==> config.mk <==
export PLATFORM = sky130hd
export DESIGN_NAME = pps_time_stamp
export DESIGN_NICKNAME = d
export VERILOG_FILES = /design/src/rtl/pps_time_pkg.sv /design/src/rtl/pps_edge_sync.sv /design/src/rtl/pps_time_base.sv /design/src/rtl/arrival_check.sv /design/src/rtl/pps_time_stamp.sv
export SDC_FILE = /design/constraint.sdc
export NUM_CORES = 1
export LEC_CHECK = 0
export BUFFER_PORTS_ARGS = -buffer_cell sky130_fd_sc_hd__buf_2
export CAP_MARGIN = 20
export CORE_MARGIN = 10
export CORE_UTILIZATION = 51
export DETAILED_ROUTE_END_ITERATION = 6
export MAX_ROUTING_LAYER = met4
export PLACE_DENSITY = 0.76
export REMOVE_ABC_BUFFERS = 1
export SETUP_SLACK_MARGIN = 0.3
export SLEW_MARGIN = 20
export SYNTH_ARGS = -nofsm -noshare
export SYNTH_HDL_FRONTEND = slang
export SYNTH_HIERARCHICAL = 1
export SYNTH_SLANG_ARGS = --single-unit
==> constraint.sdc <==
create_clock -name clk_i -period 4.7 [get_ports clk_i]
set_clock_uncertainty 0.2 [all_clocks]
set_input_delay 1.41 -clock clk_i [delete_from_list [all_inputs] [get_ports clk_i]]
set_output_delay 1.41 -clock clk_i [all_outputs]
set_load 0.02 [all_outputs]
==> src/rtl/pps_time_pkg.sv <==
package pps_time_pkg;
  localparam int unsigned SYNC_STAGES_DEF = 2;
  typedef enum logic [1:0] {WIN_OK = 2'd0, WIN_EARLY = 2'd1, WIN_LATE = 2'd2} win_res_e;
endpackage

==> src/rtl/pps_edge_sync.sv <==
module pps_edge_sync #(
  parameter int unsigned STAGES = 2
) (
  input  logic clk_i,
  input  logic rst_ni,
  input  logic pps_i,
  output logic rise_o
);
  logic [STAGES:0] sr_q;

  always_ff @(posedge clk_i or negedge rst_ni) begin
    if (!rst_ni) sr_q <= '0;
    else         sr_q <= {sr_q[STAGES-1:0], pps_i};
  end

  assign rise_o = sr_q[STAGES-1] & ~sr_q[STAGES];
endmodule

==> src/rtl/pps_time_base.sv <==
module pps_time_base #(
  parameter int unsigned SUB_W = 19,
  parameter int unsigned SEC_W = 32
) (
  input  logic             clk_i,
  input  logic             rst_ni,
  input  logic             rise_i,
  input  logic             load_i,
  input  logic [SEC_W-1:0] load_sec_i,
  output logic [SEC_W-1:0] sec_o,
  output logic [SUB_W-1:0] sub_o,
  output logic             valid_o,
  output logic             misalign_o
);
  localparam logic [SUB_W-1:0] SUB_MAX = {SUB_W{1'b1}};

  logic [SEC_W-1:0] pend_q;
  logic             pend_vld_q;

  always_ff @(posedge clk_i or negedge rst_ni) begin
    if (!rst_ni) begin
      sec_o      <= '0;
      sub_o      <= '0;
      valid_o    <= 1'b0;
      misalign_o <= 1'b0;
      pend_q     <= '0;
      pend_vld_q <= 1'b0;
    end else if (rise_i) begin
      sub_o      <= '0;
      valid_o    <= 1'b1;
      pend_vld_q <= 1'b0;
      if (load_i)          sec_o <= load_sec_i;
      else if (pend_vld_q) sec_o <= pend_q;
      else                 sec_o <= sec_o + 1'b1;
      if (valid_o && sub_o != SUB_MAX) misalign_o <= 1'b1;
    end else begin
      sub_o <= sub_o + 1'b1;
      // flywheel: a second ended without a strobe
      if (valid_o && sub_o == SUB_MAX) begin
        sec_o      <= sec_o + 1'b1;
        misalign_o <= 1'b1;
      end
      if (load_i) begin
        pend_q     <= load_sec_i;
        pend_vld_q <= 1'b1;
      end
    end
  end
endmodule

==> src/rtl/arrival_check.sv <==
module arrival_check
  import pps_time_pkg::*;
#(
  parameter int unsigned TW = 51
) (
  input  logic          clk_i,
  input  logic          rst_ni,
  input  logic          valid_i,
  input  logic          time_ok_i,
  input  logic [TW-1:0] local_i,
  input  logic [TW-1:0] rx_i,
  input  logic [TW-1:0] win_min_i,
  input  logic [TW-1:0] win_max_i,
  output logic          chk_vld_o,
  output logic          late_o,
  output logic          early_o,
  output logic          untimed_o
);
  logic [TW-1:0] delta;
  win_res_e      res;

  // modular difference handles seconds rollover
  assign delta = local_i - rx_i;

  always_comb begin
    if ($signed(delta) > $signed(win_max_i))      res = WIN_LATE;
    else if ($signed(delta) < $signed(win_min_i)) res = WIN_EARLY;
    else                                          res = WIN_OK;
  end

  always_ff @(posedge clk_i or negedge rst_ni) begin
    if (!rst_ni) begin
      chk_vld_o <= 1'b0;
      late_o    <= 1'b0;
      early_o   <= 1'b0;
      untimed_o <= 1'b0;
    end else begin
      chk_vld_o <= valid_i;
      late_o    <= valid_i && time_ok_i && res == WIN_LATE;
      early_o   <= valid_i && time_ok_i && res == WIN_EARLY;
      untimed_o <= valid_i && !time_ok_i;
    end
  end
endmodule

==> src/rtl/pps_time_stamp.sv <==
module pps_time_stamp #(
  parameter int unsigned SUB_W       = 19,
  parameter int unsigned SEC_W       = 32,
  parameter int unsigned SYNC_STAGES = pps_time_pkg::SYNC_STAGES_DEF,
  localparam int unsigned TW         = SEC_W + SUB_W
) (
  input  logic             clk_i,
  input  logic             rst_ni,
  input  logic             pps_i,
  input  logic             sec_load_i,
  input  logic [SEC_W-1:0] sec_value_i,
  input  logic             rx_valid_i,
  input  logic [SEC_W-1:0] rx_sec_i,
  input  logic [SUB_W-1:0] rx_sub_i,
  input  logic [TW-1:0]    win_min_i,
  input  logic [TW-1:0]    win_max_i,
  input  logic             tx_req_i,
  output logic [SEC_W-1:0] time_sec_o,
  output logic [SUB_W-1:0] time_sub_o,
  output logic             time_valid_o,
  output logic [SEC_W-1:0] tx_tag_sec_o,
  output logic [SUB_W-1:0] tx_tag_sub_o,
  output logic             tx_tag_vld_o,
  output logic             chk_valid_o,
  output logic             chk_late_o,
  output logic             chk_early_o,
  output logic             chk_untimed_o,
  output logic             misalign_o
);
  logic pps_rise;

  pps_edge_sync #(.STAGES(SYNC_STAGES)) u_sync (
    .clk_i  (clk_i),
    .rst_ni (rst_ni),
    .pps_i  (pps_i),
    .rise_o (pps_rise)
  );

  pps_time_base #(.SUB_W(SUB_W), .SEC_W(SEC_W)) u_base (
    .clk_i      (clk_i),
    .rst_ni     (rst_ni),
    .rise_i     (pps_rise),
    .load_i     (sec_load_i),
    .load_sec_i (sec_value_i),
    .sec_o      (time_sec_o),
    .sub_o      (time_sub_o),
    .valid_o    (time_valid_o),
    .misalign_o (misalign_o)
  );

  arrival_check #(.TW(TW)) u_chk (
    .clk_i     (clk_i),
    .rst_ni    (rst_ni),
    .valid_i   (rx_valid_i),
    .time_ok_i (time_valid_o),
    .local_i   ({time_sec_o, time_sub_o}),
    .rx_i      ({rx_sec_i, rx_sub_i}),
    .win_min_i (win_min_i),
    .win_max_i (win_max_i),
    .chk_vld_o (chk_valid_o),
    .late_o    (chk_late_o),
    .early_o   (chk_early_o),
    .untimed_o (chk_untimed_o)
  );

  always_ff @(posedge clk_i or negedge rst_ni) begin
    if (!rst_ni) begin
      tx_tag_sec_o <= '0;
      tx_tag_sub_o <= '0;
      tx_tag_vld_o <= 1'b0;
    end else begin
      tx_tag_vld_o <= tx_req_i;
      if (tx_req_i) begin
        tx_tag_sec_o <= time_sec_o;
        tx_tag_sub_o <= time_sub_o;
      end
    end
  end
endmodule

* Word level (Yosys, flattened, before mapping)
Cells that the tools add are included.
** Cells by class
- Bitwise operators :: 3
- Divide/modulo/power cells :: 0
- Shift operators :: 0
- Magnitude comparators :: 2
- Multipliers :: 0
- Equality and inequality tests :: 5
- Muxes and demuxes :: 12
- Reduce and logical (&&, ||, !) cells :: 11
- Add/subtract/negate cells :: 3
** Operator list (number)
- 32-bit two-way mux :: 4
- 51-bit > comparator :: 1
- 51-bit < comparator :: 1
- 51-bit subtractor :: 1
- 32-bit by 1-bit adder with 32-bit output, second input constant :: 1
- 19-bit by 1-bit adder with 19-bit output, second input constant :: 1
- 19-bit equality test, second input constant :: 1
- 19-bit two-way mux :: 1
- 19-bit inequality test, second input constant :: 1
- 1-bit logical AND :: 6
- 1-bit two-way mux :: 6
- 2-bit AND reduction :: 2
- 2-bit nonzero test :: 2
- 2-bit by 1-bit equality test with 1-bit output, second input constant :: 1
- 2-bit equality test, second input constant :: 1
- 2-bit two-way mux :: 1
- 2-bit by 1-bit inequality test with 1-bit output, second input constant :: 1
- 1-bit NOT :: 2
- 1-bit bitwise AND :: 1
- 1-bit logical NOT :: 1
** Word-level totals
- Flip-flop bits (word level) :: 145
- Word-level logic and storage cells :: 50
- Latch bits :: 0
- Bits of input ports :: 191
- Output and inout port bits :: 109
- Memories :: 0
- Memory bits (writable) :: 0
- Bits in read-only memories :: 0

* Depth between registers and ports, before layout
- Depth after elaboration :: 6
- Gate-level depth with buffers :: 24
- Gate-level depth less buffers :: 24

* Modules after synthesis
Netlist, hierarchy kept.
** By module, submodules not included
- arrival_check :: instances 1, seq. area each 100.1 um2, area an instance 5760.5 um2, cells an instance 834
- pps_time_base :: instances 1, seq. area each 2152.1 um2, area an instance 5063.6 um2, cells an instance 542
- pps_time_stamp :: instances 1, seq. area each 1301.2 um2, area an instance 2174.6 um2, cells an instance 109
- pps_edge_sync :: instances 1, seq. area each 75.1 um2, area an instance 88.8 um2, cells an instance 4

* Least setup slack after synthesis
No wires, ideal clock.
- Path type :: input to register
- Start :: input port rx_sub_i[0]
- End :: register u_chk.early_o
- Buffers on the path :: 0
- Cell stages on the path :: 23
- Required time :: 4.414 ns
- Data arrival time :: 5.461 ns
- Slack :: -1.047 ns
- Setup time :: 0.086 ns
- Cells stage by stage :: ha_1 > inv_1 > fa_1 > a211oi_1 > o21ai_1 > a21oi_2 > o211ai_2 > a21boi_2 > nor4b_4 > o22a_4 > a21oi_4 > o31ai_2 > xnor2_1 > ha_1 > nand4_1 > nor2_1 > nand2_1 > or3_1 > or3_1 > a31oi_1 > nor3_1 > mux2i_1 > nor3_1
** On the way
- Longest elaborated chain between the ends :: 6
- Elaborated cells on any way between the ends :: 7
- Classes of those cells :: 1 x add/sub; 2 x order compare; 1 x eq/ne; 2 x mux; 1 x reduce/logical
** RTL lines
- start: declaration :: RTL line pps_time_stamp.sv:14 : input logic [SUB_W-1:0] rx_sub_i,
- 51-bit subtractor (*) :: RTL line arrival_check.sv:23 : assign delta = local_i - rx_i;
- 51-bit < comparator :: RTL line arrival_check.sv:27 : else if ($signed(delta) < $signed(win_min_i)) res = WIN_EARLY;
- 1-bit two-way mux :: RTL line arrival_check.sv:27
- 2-bit two-way mux (*) :: RTL line arrival_check.sv:26 : if ($signed(delta) > $signed(win_max_i)) res = WIN_LATE;
- 2-bit by 1-bit equality test with 1-bit output (*) :: RTL line arrival_check.sv:40 : early_o <= valid_i && time_ok_i && res == WIN_EARLY;
- 1-bit logical AND (*) :: RTL line arrival_check.sv:40
- end signal: assignment :: RTL line arrival_check.sv:35 : early_o <= 1'b0;
- end signal: assignment :: RTL line arrival_check.sv:40
- end: declaration :: RTL line arrival_check.sv:16 : output logic early_o,
Every way passes the cells marked *; elsewhere a longest branch is shown, timed or not.
A chain may end at the register's enable or synchronous reset.

* Final worst setup path
- Start :: input port rx_sub_i[15]
- End :: register u_chk.early_o
Same word-level chain as after synthesis.

==> impl_results.md <==
* Core ar. at about 25000 um2
* Simple-gate share of the synthesized area at 0.1721
* CTS Buf Count at 17
* Post-synthesis compound-gate area fraction at 0.1889
* Max Cap Viol at 0
* RSZ-0062 raised after global routing: true
* Crit start category: primary input
* Power Dens Cells at roughly 380 nW/um2
* Grt total ovfl at 0
* Met3 Track Usage GR at 0.03474
* Area growth syn-to-layout at 35.82%
* Reg2Reg Depth at 24
* CP required at approximately 4800 ps
* Post-Synthesis Cells at around 1500
* Reg2reg start: u_base/sub_o[0]
* Final setup vio count at 2
* Die H at around 180 um
* Violated checks: setup timing
* Worst Hold End: u_sync/sr_q[1]
* Hold Crit Depth at 0
* Vias in the first global route at roughly 14000
* Max Freq at approximately 0.19 GHz
* Die ar. at approximately 32000 um2
* PortBufs at 299
* Max Slew Vio Count at 0
* Post-synthesis register bit count at about 150
* Utilization after layout at 0.7059
* Synth unique cells at around 90
* Worst Hold Launch: u_sync/sr_q[0]
* Rows at slightly below 60
* Worst slew margin at 0.3441
* HPWL after detailed placement at between 30 and 40 mm
* CTS Buffer Depth at 2
* Routed wire length at about 45 mm
* First-pass DRT Iterations at 7
* Worst slack, placed at -1516 ps
* TritonCTS Sinks at roughly 150
* Path type of the worst setup path: primary input to flop
* R2R setup slack at -160 ps
* WL/cell at between 15 and 20 um
* Reg clk slew, reported paths at 60 ps
* Least-Margin Pin Slew at 983.9 ps
* CTS HTree Levels at 4
* P_leak at approximately 9.4 nW
* Vias per std cell at approximately 5.7
* Post-route fraction of the period consumed by the critical path at 1.145
* Grt peak-use layer: met2
* Via count at about 14000
* Iteration-0 DRC Markers at 1231
* DIE WIDTH at roughly 180 um
* Register area share after synthesis at 0.2772
* Initial antenna violation count at 8
* Later-pin clock latency in the skew report at approximately 430 ps
* Clk root buf: clkbuf_16
* Post-synthesis mux area share at 0.09092
* Met1 usage at 0.3589
* Final Hold Fails at 0
* First-pass GRT wire length at just over 70 mm
* Synthesized area at ~13000 um2
* Prevailing post-synth register cell: dfrtp_1
* Worst setup EP type: flop
* Layout cells sized above 1 at 0.3773
* Outcome: finished, violations left
* Met2 usage at 0.4299
* Synth Area in XOR/XNOR at 0.04885
* Syn Area/Cell at 8.789 um2
* Worst R2R End: u_chk/early_o
* CTS tree: done
* Post-route ant nets at 0
* Largest net degree at the start of global routing at 86
* YS warnings at 6
* Ys async rst share at 1.000
* Layout net count at ~2400
* Slack of the critical path at -680.9 ps
* CP Max Fanout at 7
* Worst Hold Class: flop to flop
* Initial core utilization at 0.5197
* GPL Wtd Cong at about 1.0
* Hold Buf Count CTS at 0
* DRC at 0
* Worst vdd ir at approximately 280 uV
* Main combinational cell family by area after synthesis: compound AO/OA/AOI/OAI gates
* Final Critical Period at 5381 ps
* Overall Global Routing Usage at 0.2741
* Hold WS at 150.1 ps
* I/O pin count at 300
* CP arrival at about 5500 ps
* Post-synthesis adder-cell area fraction at 0.1478
* EDFF count, synth at 0
==> how the worst max path moves through the flow <==
stage / start / end / slack, ps / cells past startpoint
after floorplan: rx_sub_i[0] / u_chk/early_o / -1050 / 23
after global placement: rx_sub_i[0] / u_chk/early_o / -1330 / 24
after detailed placement: rx_sub_i[0] / u_chk/early_o / -1520 / 24
after CTS: rx_sub_i[0] / u_chk/early_o / -580 / 24
after global routing: rx_sub_i[0] / u_chk/early_o / -880 / 25
final: rx_sub_i[15] / u_chk/early_o / -680 / 24
==> critical path, stage by stage <==
cell and delay (ps):
buf_2 100, inv_1 40, ha_1 310, buf_6 160, a21oi_4 60, o21ai_1 150, a31oi_1 120, o211ai_1 300
o21ai_4 110, o31ai_4 210, o31a_1 190, nand4_1 150, a21oi_2 180, xnor2_1 120, ha_1 340, nand3_2 90
nor2_1 110, nand2_1 80, or3_4 340, or3_4 390, a31oi_4 180, nor3_4 80, mux2i_1 210, nor3_2 60
==> metal layers <==
metal | wire length (um) | part of all wire | vias to the layer above
met5 | 0 | 0 | -
met4 | 1232 | 0.027 | 0
met3 | 2916 | 0.064 | 98
met2 | 21110 | 0.46 | 630
met1 | 20190 | 0.44 | 6425
li1 | - | - | 6472
==> power breakdown <==
group	switching [mW]	internal, mW
Clock	0.569	0.905
Sequential	0.142	1.44
Combinational	1.89	1.78
Total	2.60	4.13
==> what timing repair did <==
| item | 4_1_cts | 5_1_grt |
|---|---|---|
| pin swaps | 33 | 38 |
| cloned | 0 | 0 |
| resized for setup | 36 | 22 |
| endpoints found under the setup margin | 2 | 2 |
| buffers inserted | 10 | 6 |
==> placed cells by master (no fill, tap or decap), types with 8 or more instances in the layout <==
cell type  netlist  layout
nor2b_1         18      18
a31oi_1         11       9
a22o_1          12      12
nand2_1         74      74
nor3_1          31      29
nor4_1          15      13
o211ai_1        14      14
inv_1          172     171
nand3_1         50      49
buf_2           12     296
or3_1           17      14
mux2_4          50      50
diode_2          0       8
a21oi_2          3      14
clkbuf_16        0      17
mux2i_1          9       9
a22oi_1         15      15
nand4_1         48      48
nand2b_1        18      17
mux2_2          31      31
xnor2_1         46      46
and3_1          11      11
o21ai_0         54      51
a21o_1          58      58
nor2_1         104     102
o21ai_1         20      21
xor2_1          27      27
dfrtp_1        145     145
a21oi_1         99      86
ha_1           153     151
buf_4            0     285
o21a_1           8       8
==> logic make-up (layout without fill, tap and decap cells) <==
family          Yosys count  after routing
fa+ha+maj               154            154
flops                   145            145
buf+inv                 229            789
other cells               0              8
xor+xnor                 73             73
mux                      90             90
simple gates            427            427
compound gates          371            371
==> cell type report <==
type                    instances  area (um2)
well taps                     330       412.9
clock buffers                  19       442.9
clock inverters                12       181.4
flip-flops and latches        145        3628
multi-input cells            1115        8755
inverters                     172       645.6
fillers                      1963        7406
diodes                          8       20.02
repair buffers                586        3690
==> sequential cells by signal, indices dropped and copies added (netlist names), 3 cells and up <==
signal	flops
u_base/sec_o	32
u_base/sub_o	19
tx_tag_sec_o	32
u_base/pend_q	32
u_sync/sr_q	3
tx_tag_sub_o	19
==> synthesized netlist by cell type, drive strengths merged, types with 9 or more instances <==
library cell,n,area share
a21o,58,0.033
a21oi,104,0.042
nand2b,18,0.0086
nor2,105,0.030
dfrtp,145,0.28
mux2,81,0.084
ha,153,0.15
nand3,50,0.019
a211oi,12,0.0069
or3,17,0.0081
nand4,50,0.026
a22o,12,0.0080
and3,12,0.0058
clkbuf,31,0.0089
nand2,74,0.021
buf,26,0.016
inv,172,0.049
o21ai,77,0.030
nor2b,19,0.0097
a22oi,15,0.0086
mux2i,9,0.0069
xnor2,46,0.031
xor2,27,0.018
nor4,17,0.0098
o211ai,15,0.0090
nor3,33,0.014
a31oi,11,0.0053
==> metrics by stage <==
step / instances / area, um2 / TNS, ps / power [mW]
4_1_cts: 2373 / 17610 / -1147 / 6.631
6_report: 2387 / 17780 / -1292 / 6.730
3_3_place_gp: 2332 / 16740 / -2579 / 4.940
2_1_floorplan: 1432 / 12760 / -2025 / 3.529
3_5_place_dp: 2332 / 16740 / -2943 / 5.047
5_1_grt: 2387 / 17780 / -1656 / 7.157
Note: power is estimated with default switching activity, not from simulation.
